[config.mk]
export PLATFORM = sky130hd
export DESIGN_NAME = ubaud_frame_gen
export DESIGN_NICKNAME = d
export VERILOG_FILES = /design/src/rtl/ubaud_pkg.sv /design/src/rtl/ubaud_frame_decode.sv /design/src/rtl/ubaud_slot_divider.sv /design/src/rtl/ubaud_frame_gen.sv
export SDC_FILE = /design/constraint.sdc
export NUM_CORES = 1
export LEC_CHECK = 0
export ABC_CLOCK_PERIOD_IN_PS = 7300
export BUFFER_PORTS_ARGS = -buffer_cell sky130_fd_sc_hd__buf_2
export CAP_MARGIN = 0
export CORE_MARGIN = 3
export CORE_UTILIZATION = 46
export CTS_CLUSTER_SIZE = 40
export DETAILED_ROUTE_END_ITERATION = 6
export GPL_TIMING_DRIVEN = 0
export HOLD_SLACK_MARGIN = 0.06
export PLACE_DENSITY_LB_ADDON = 0.08
export SYNTH_ARGS = -nofsm -noshare
export SYNTH_HDL_FRONTEND = slang
export SYNTH_SLANG_ARGS = --single-unit
[constraint.sdc]
create_clock -name clk -period 7.3 [get_ports clk]
set_input_delay 1.825 -clock clk [delete_from_list [all_inputs] [get_ports clk]]
set_output_delay 1.825 -clock clk [all_outputs]
set_load 0.005 [all_outputs]
[src/rtl/ubaud_pkg.sv]
package ubaud_pkg;

    localparam int OS_SLOTS = 16;
    localparam int SLOT_W   = $clog2(OS_SLOTS);
    localparam int LINE_W   = 7;
    localparam int TRIM_W   = 3;

    typedef enum logic [1:0] {
        PAR_NONE = 2'd0,
        PAR_ODD  = 2'd1,
        PAR_EVEN = 2'd2
    } parity_e;

    typedef struct packed {
        logic [3:0] data_bits;
        logic [1:0] stop_bits;
        parity_e    parity;
        logic       ir;
    } frame_t;

    function automatic frame_t decode_line(input logic [LINE_W-1:0] ls);
        frame_t f;
        f.data_bits = 4'(ls[1:0]) + 4'd5;
        f.stop_bits = ls[2] ? 2'd2 : 2'd1;
        if (!ls[5])
            f.parity = PAR_NONE;
        else if (ls[3])
            f.parity = PAR_EVEN;
        else
            f.parity = PAR_ODD;
        f.ir = ls[6];
        return f;
    endfunction

endpackage

[src/rtl/ubaud_frame_decode.sv]
module ubaud_frame_decode
    import ubaud_pkg::*;
(
    input  logic [LINE_W-1:0] line_set,
    output frame_t            frame,
    output logic [3:0]        word_bits
);
    always_comb begin
        frame     = decode_line(line_set);
        word_bits = frame.data_bits + {2'b00, frame.stop_bits} + 4'd1;
    end
endmodule

[src/rtl/ubaud_slot_divider.sv]
module ubaud_slot_divider
    import ubaud_pkg::*;
#(
    parameter int DIV_W = 16
) (
    input  logic              clk,
    input  logic              rst,
    input  logic              restart,
    input  logic [DIV_W-1:0]  divisor,
    input  logic [TRIM_W-1:0] trim,
    output logic              os_tick,
    output logic              bit_tick
);
    localparam int CNT_W = DIV_W + 1;

    logic [CNT_W-1:0]  cnt_q;
    logic [SLOT_W-1:0] slot_q;
    logic              long_slot;
    logic [CNT_W-1:0]  last_cnt;
    logic              slot_end;

    always_comb begin
        long_slot = slot_q < SLOT_W'(trim);
        last_cnt  = {1'b0, divisor} + CNT_W'(long_slot);
        slot_end  = (cnt_q == last_cnt);
        os_tick   = slot_end;
        bit_tick  = slot_end && (slot_q == SLOT_W'(OS_SLOTS - 1));
    end

    always_ff @(posedge clk) begin
        if (rst || restart) begin
            cnt_q  <= '0;
            slot_q <= '0;
        end else if (slot_end) begin
            cnt_q  <= '0;
            slot_q <= slot_q + 1'b1;
        end else begin
            cnt_q  <= cnt_q + 1'b1;
        end
    end
endmodule

[src/rtl/ubaud_frame_gen.sv]
module ubaud_frame_gen
    import ubaud_pkg::*;
#(
    parameter int DIV_W = 16
) (
    input  logic             clk,
    input  logic             rst,
    input  logic             lcr_wr,
    input  logic             div_wr,
    input  logic             frac_wr,
    input  logic [DIV_W-1:0] wr_data,
    output logic             os_tick,
    output logic             bit_tick,
    output logic [3:0]       data_bits,
    output logic [1:0]       stop_bits,
    output logic [1:0]       parity_mode,
    output logic             ir_mode,
    output logic [3:0]       word_bits,
    output logic [DIV_W+8:0] word_clks
);
    localparam int PER_W  = DIV_W + 5;
    localparam int WCLK_W = DIV_W + 9;

    logic [LINE_W-1:0] line_q, eff_line, nxt_line;
    logic [DIV_W-1:0]  div_q, eff_div, nxt_div;
    logic [TRIM_W-1:0] trim_q, eff_trim, nxt_trim;
    logic              any_wr;
    frame_t            frame;
    logic [PER_W-1:0]  bit_period;

    always_comb begin
        nxt_line = lcr_wr  ? wr_data[LINE_W-1:0] : line_q;
        nxt_div  = div_wr  ? wr_data             : div_q;
        nxt_trim = frac_wr ? wr_data[TRIM_W-1:0] : trim_q;
        any_wr   = lcr_wr || div_wr || frac_wr;
    end

    // stored copies always follow writes; settings in force only with a non-zero divisor
    always_ff @(posedge clk) begin
        if (rst) begin
            line_q   <= '0;
            div_q    <= '0;
            trim_q   <= '0;
            eff_line <= '0;
            eff_div  <= '0;
            eff_trim <= '0;
        end else if (any_wr) begin
            line_q <= nxt_line;
            div_q  <= nxt_div;
            trim_q <= nxt_trim;
            if (nxt_div != '0) begin
                eff_line <= nxt_line;
                eff_div  <= nxt_div;
                eff_trim <= nxt_trim;
            end
        end
    end

    ubaud_frame_decode dec_i (
        .line_set  (eff_line),
        .frame     (frame),
        .word_bits (word_bits)
    );

    ubaud_slot_divider #(.DIV_W(DIV_W)) div_i (
        .clk      (clk),
        .rst      (rst),
        .restart  (any_wr),
        .divisor  (eff_div),
        .trim     (eff_trim),
        .os_tick  (os_tick),
        .bit_tick (bit_tick)
    );

    always_comb begin
        bit_period  = (PER_W'(eff_div) << SLOT_W) + PER_W'(OS_SLOTS) + PER_W'(eff_trim);
        word_clks   = WCLK_W'(word_bits) * WCLK_W'(bit_period);
        data_bits   = frame.data_bits;
        stop_bits   = frame.stop_bits;
        parity_mode = frame.parity;
        ir_mode     = frame.ir;
    end
endmodule

Word level (Yosys, flattened, before mapping)
Index checks and enable logic that the tools add are counted.

storage, ports and cells
  bits in registers = 73
  input port bits = 21
  output and inout port bits = 40
  word-level logic and storage cells = 33

operators by class
  add/sub/neg operators = 8
  multiply operators = 1
  magnitude comparators = 1
  equal/unequal tests = 2
  multiplexer cells = 6
  reduce and logical (&&, ||, !) cells = 7

operators by type and width
  kind                     number
  $mul A4 B21 Y25          1
  $add A20 B5 Y21 const B  1
  $add A21 B3 Y21          1
  $add A16 B1 Y17          1
  $add A17 B1 Y17 const B  1
  $eq A17 B17 Y1           1
  $mux W16                 1
  $reduce_bool A16 Y1      1
  $add A4 B1 Y4 const B    2
  $mux W7                  1
  $mux W2                  3
  $add A2 B3 Y4 const B    1
  $add A4 B2 Y4            1
  $eq A4 B4 Y1 const B     1
  $lt A4 B3 Y1             1
  $logic_or A1 B1 Y1       3
  $mux W3                  1
  $reduce_and A2 Y1        1
  $reduce_or A2 Y1         1
  $logic_and A1 B1 Y1      1

Logic depth before layout (Yosys ltp)
  depth in word-level cells = 4
  mapped depth = 20
  gate-level depth less buffers = 18

By module
Synthesis repeated with hierarchy kept, for this count alone.

unflattened totals
  cell total of the unflattened synthesis = 810
  area, all modules = 6730.2 µm²

modules (own cells, without submodules)
  module              times used  cells each  area each (µm²)  sequential area each (µm²)
  ubaud_frame_gen     1           597         4973.5           1041.0
  ubaud_slot_divider  1           198         1635.3           420.4
  ubaud_frame_decode  1           15          121.4            0.0

Worst setup path before layout
No wires, ideal clock.

  path type = register to output
  start point = reg eff_line[0]
  end point = out word_clks[24]
  arrival time = 4.476 ns
  data required time = 5.475 ns
  setup slack = 0.999 ns
  cell stages (with the launch flop) = 18
  buffers on the path = 1
  cell sequence = dfxtp_1 > ha_1 > fa_1 > xor2_1 > clkbuf_1 > nor2_1 > fa_1 > inv_1 > fa_1 > inv_1 > ha_1 > a211oi_1 > nand2_1 > o21a_1 > o211ai_1 > a21boi_0 > o22ai_1 > xnor2_1

on the way
  cells in the longest elaborated chain, start to end = 4

ends and longest elaborated chain
  what                    line                      source
  from (decl)             ubaud_frame_gen.sv:24     logic [LINE_W-1:0] line_q, eff_line, nxt_line;
  from (signal assigned)  ubaud_frame_gen.sv:52     eff_line <= nxt_line;
  $add A2 B3 Y4           ubaud_pkg.sv:23           f.data_bits = 4'(ls[1:0]) + 4'd5;
  via data_bits[1]        ubaud_frame_gen.sv:14     output logic [3:0] data_bits,
  $add A4 B2 Y4           ubaud_frame_decode.sv:10  word_bits = frame.data_bits + {2'b00, frame.stop_bits} + 4'd1;
  $add A4 B1 Y4           ubaud_frame_decode.sv:10
  $mul A4 B21 Y25         ubaud_frame_gen.sv:77     word_clks = WCLK_W'(word_bits) * WCLK_W'(bit_period);
  to (decl)               ubaud_frame_gen.sv:19     output logic [DIV_W+8:0] word_clks

The timed path passes the listed nets, and every way through them passes these cells.

Final worst setup path
  start point = reg eff_line[0]
  end point = out word_clks[24]

on the way
  cells in the longest elaborated chain, start to end = 4

ends and longest elaborated chain
  what             line
  $add A2 B3 Y4    ubaud_pkg.sv:23
  $add A4 B2 Y4    ubaud_frame_decode.sv:10
  $add A4 B1 Y4    ubaud_frame_decode.sv:10
  $mul A4 B21 Y25  ubaud_frame_gen.sv:77

Every way passes these cells.

==> run summary <==
Number of cells on the worst reg-to-reg path: 14
Hold Crit Start: div_i.slot_q[3]
Die Span Y: 123 um
Grt ovf: 0
CP cell instances: ha_1 -> ha_1 -> a211oi_1 -> clkbuf_2 -> nor2_1 -> fa_1 -> inv_1 -> fa_1 -> inv_1 -> ha_1 -> a211oi_1 -> nand2_1 -> o21a_1 -> o211ai_1 -> a21boi_0 -> o22ai_1 -> xnor2_1 -> buf_2
HP Class: reg -> reg
Critical Path Fanout Max: 10
Synthesis Warnings: 0
Hold Vio Cnt, Final: 0
Clock sink count: 71
Wire length per cell: 15.3 um
Final Slew Violations: 0
Max-cap violations: 0
R2R setup slack: 3.17 ns
CP Data Required Time: 5.48 ns
Syn_nets: 860
Mapped Area: 6250 um2
Worst-Skew Late Latency: 0.34 ns
Port bufs: 57
Ant diodes: 0
Total CTS buffers: 9
Row count: 41
Peak VDD IR: 0.000170 V
Vias in the first global route: 5,415
Worst Setup End Kind: output pin
Reg2reg start: eff_trim[1]
TritonRoute pass-1 iters: 4
Worst path slowest cell: fa_1
Fin nets: 930
Initial antenna violation count: 0
Total track usage: 21.3%
Vias post-DR: 5,408
Tcrit/Tclk final: 95.2%
WS Path Type: reg -> out
WP data arrival: 5.12 ns
Power per cell area: 224 nW/um2
CP bufs+invs: 4
I/O pin count: 61
Full die area: 15,000 um2
Detailed Route WL: 15,400 um
Final worst slack: 0.352 ns
Async S/R FF share, synth: 0%
DRT iter0 DRCs: 246
Post-CTS Hold Buffers: 0
Max Freq: 144 MHz
Layout cells sized above 1: 13.9%
Hold-critical path depth: 2
RR Endpoint: div_i.cnt_q[13]
Main synth FF type: dfxtp_1
ANT nets after route: 0
Detailed placement HPWL: 12,400 um
Area growth, synth to finish: 13.5%
CP top delay family: adder cells
Leak pwr: 3.32 nW
Worst-path clk slew: 0.06 ns
Hold Path End: div_i.slot_q[3]
CTS tree: done
Clk buf depth: 2
Post-DR vias/cell: 5.37
Die X: 123 um
Routability cong.: 0.861
Sequential share of the synthesized area: 22.7%
Fin crit period: 6.95 ns
Most frequent cell on the critical path: ha_1
Unrepaired setup endpoints after global routing: no
Avg Inst Size Synth: 8.21 um2
Startpoint types: flop
CP max stage delay: 0.54 ns
Core area: 12,900 um2
Status: finished clean
Largest net degree at the start of global routing: 14
DR DRC count: 0
Post-synth EDFFs: 0
H-Tree Depth: 3
Relative slew slack: 47.4%
Initial Util: 48.4%
Number of synthesized register bits: 71
Setup TNS: 0 ns
Root cell of the clock tree: clkbuf_16
Cells after Synth: 761
Unique masters post-synth: 59
Worst-Margin Slew: 0.783 ns
Final setup fails: 0
Clk_skew: 0.00712 ns
Post-place setup slack: 0.149 ns
First-pass GRT wire length: 26,000 um
[cell type report]
class                   count  area (um2)
fillers                  1250        5830
clock inverters             6        68.8
repair buffers             59         300
multi-input cells         579        4410
inverters                  77         289
well taps                 172         215
plain buffers              34         153
clock buffers              10         239
flip-flops and latches     71        1420
[flip-flops by register name, indices dropped and copies added (netlist names)]
| signal | cells |
|---|---|
| div_i.cnt_q | 17 |
| eff_line | 6 |
| eff_trim | 3 |
| eff_div | 16 |
| div_q | 16 |
| div_i.slot_q | 4 |
| trim_q | 3 |
| line_q | 6 |
[metrics by stage]
stage | std cells | utilization, % | hold slack, ns | power [W] | instance area, um2
after floorplan | 761 | - | 0.456 | 0.000932 | 6250
after global placement | 990 | 52.2 | 0.471 | 0.00113 | 6750
after detailed placement | 990 | 52.2 | 0.484 | 0.00114 | 6750
after CTS | 1006 | 54.8 | 0.501 | 0.00160 | 7080
after global routing | 1008 | 54.9 | 0.519 | 0.00172 | 7100
final | 1008 | 54.9 | 0.496 | 0.00159 | 7100
[tightest hold or removal path, cell delays in order (launching register included)]
cell and delay [ns]:
dfxtp_1 0.32, o31ai_1 0.06, a21oi_1 0.06
[worst max-delay path by stage]
stage	start	to	slack, ns	cells past startpoint
floorplan	eff_line[0]	word_clks[24]	1.0	17
global placement	eff_line[0]	word_clks[24]	0.18	18
detailed placement	eff_line[0]	word_clks[24]	0.15	18
CTS	eff_line[0]	word_clks[24]	0.03	18
global route	eff_line[0]	word_clks[24]	0.05	18
finish	eff_line[0]	word_clks[24]	0.35	18
[routing by layer]
metal  vias to the layer above  part of all wire, %  GRT usage [%]
met5                         -                    0              0
met4                         0                  2.7           7.84
met3                        28                  3.5           2.81
met2                       115                   48           36.9
met1                      2545                   46           27.2
li1                       2720                    -              -
[cells in the final DEF (no fill, tap or decap), drive strengths merged, types with 4 or more instances in the layout]
| cell | netlist | routed |
|---|---|---|
| a21o | 12 | 12 |
| xnor2 | 38 | 38 |
| nand3 | 21 | 21 |
| mux2i | 24 | 24 |
| o21ai | 18 | 18 |
| or3 | 4 | 4 |
| nand2b | 12 | 12 |
| o22a | 11 | 11 |
| and2 | 6 | 6 |
| or2 | 17 | 17 |
| a211oi | 17 | 17 |
| inv | 77 | 78 |
| nor3 | 11 | 11 |
| nor2 | 117 | 117 |
| clkbuf | 25 | 35 |
| and3 | 11 | 11 |
| a31oi | 9 | 9 |
| nand2 | 28 | 28 |
| o21a | 4 | 4 |
| a21oi | 23 | 23 |
| and4 | 4 | 4 |
| ha | 43 | 43 |
| o211ai | 6 | 6 |
| o31ai | 5 | 5 |
| fa | 35 | 35 |
| buf | 9 | 68 |
| xor2 | 29 | 29 |
| dfxtp | 71 | 71 |
| nor2b | 21 | 21 |
| nor4 | 10 | 10 |
| nand4 | 12 | 12 |
[Yosys cell counts, drive strengths merged, types with 5 or more instances]
| library cell | instances | share of area (%) |
|---|---|---|
| inv | 77 | 4.6 |
| o31ai | 5 | 0.60 |
| and2 | 6 | 0.60 |
| o21ai | 18 | 1.5 |
| nor2 | 117 | 7.0 |
| a211oi | 17 | 2.0 |
| or2 | 17 | 1.7 |
| a21o | 12 | 1.4 |
| xor2 | 29 | 4.1 |
| xnor2 | 38 | 5.3 |
| dfxtp | 71 | 23 |
| nand4 | 12 | 1.7 |
| buf | 9 | 0.88 |
| nor3 | 11 | 0.88 |
| nand2b | 12 | 1.2 |
| a21oi | 23 | 1.8 |
| mux2i | 24 | 3.8 |
| nand2 | 28 | 1.7 |
| ha | 43 | 8.6 |
| and3 | 11 | 1.1 |
| o22a | 11 | 1.5 |
| nor2b | 21 | 2.1 |
| clkbuf | 25 | 1.5 |
| fa | 35 | 11 |
| nor4 | 10 | 1.2 |
| o211ai | 6 | 0.72 |
| a31oi | 9 | 0.90 |
| nand3 | 21 | 1.7 |
[what timing repair did]
action / 4_1_cts / 5_1_grt
endpoints found under the setup margin: 8 / 9
buffers inserted: 0 / 2
pin swaps: 0 / 1
resized for setup: 2 / 7
[kinds of logic (layout without fill, tap and decap cells)]
kind of cell,after synthesis,in the layout,share of synthesized area [%]
fa+ha+maj,78,78,19.8
simple gates,283,283,23.2
compound gates,126,126,13.9
buf+inv,111,186,7.01
xor+xnor,67,67,9.39
flops,71,71,22.7
mux,25,25,4.02
[power breakdown]
part	internal [W]	total, W	switching (W)
logic	0.000306	0.000713	0.000408
registers	0.000408	0.000426	0.0000182
clock network	0.000275	0.000447	0.000171
Note: power is estimated with default switching activity, not from simulation.
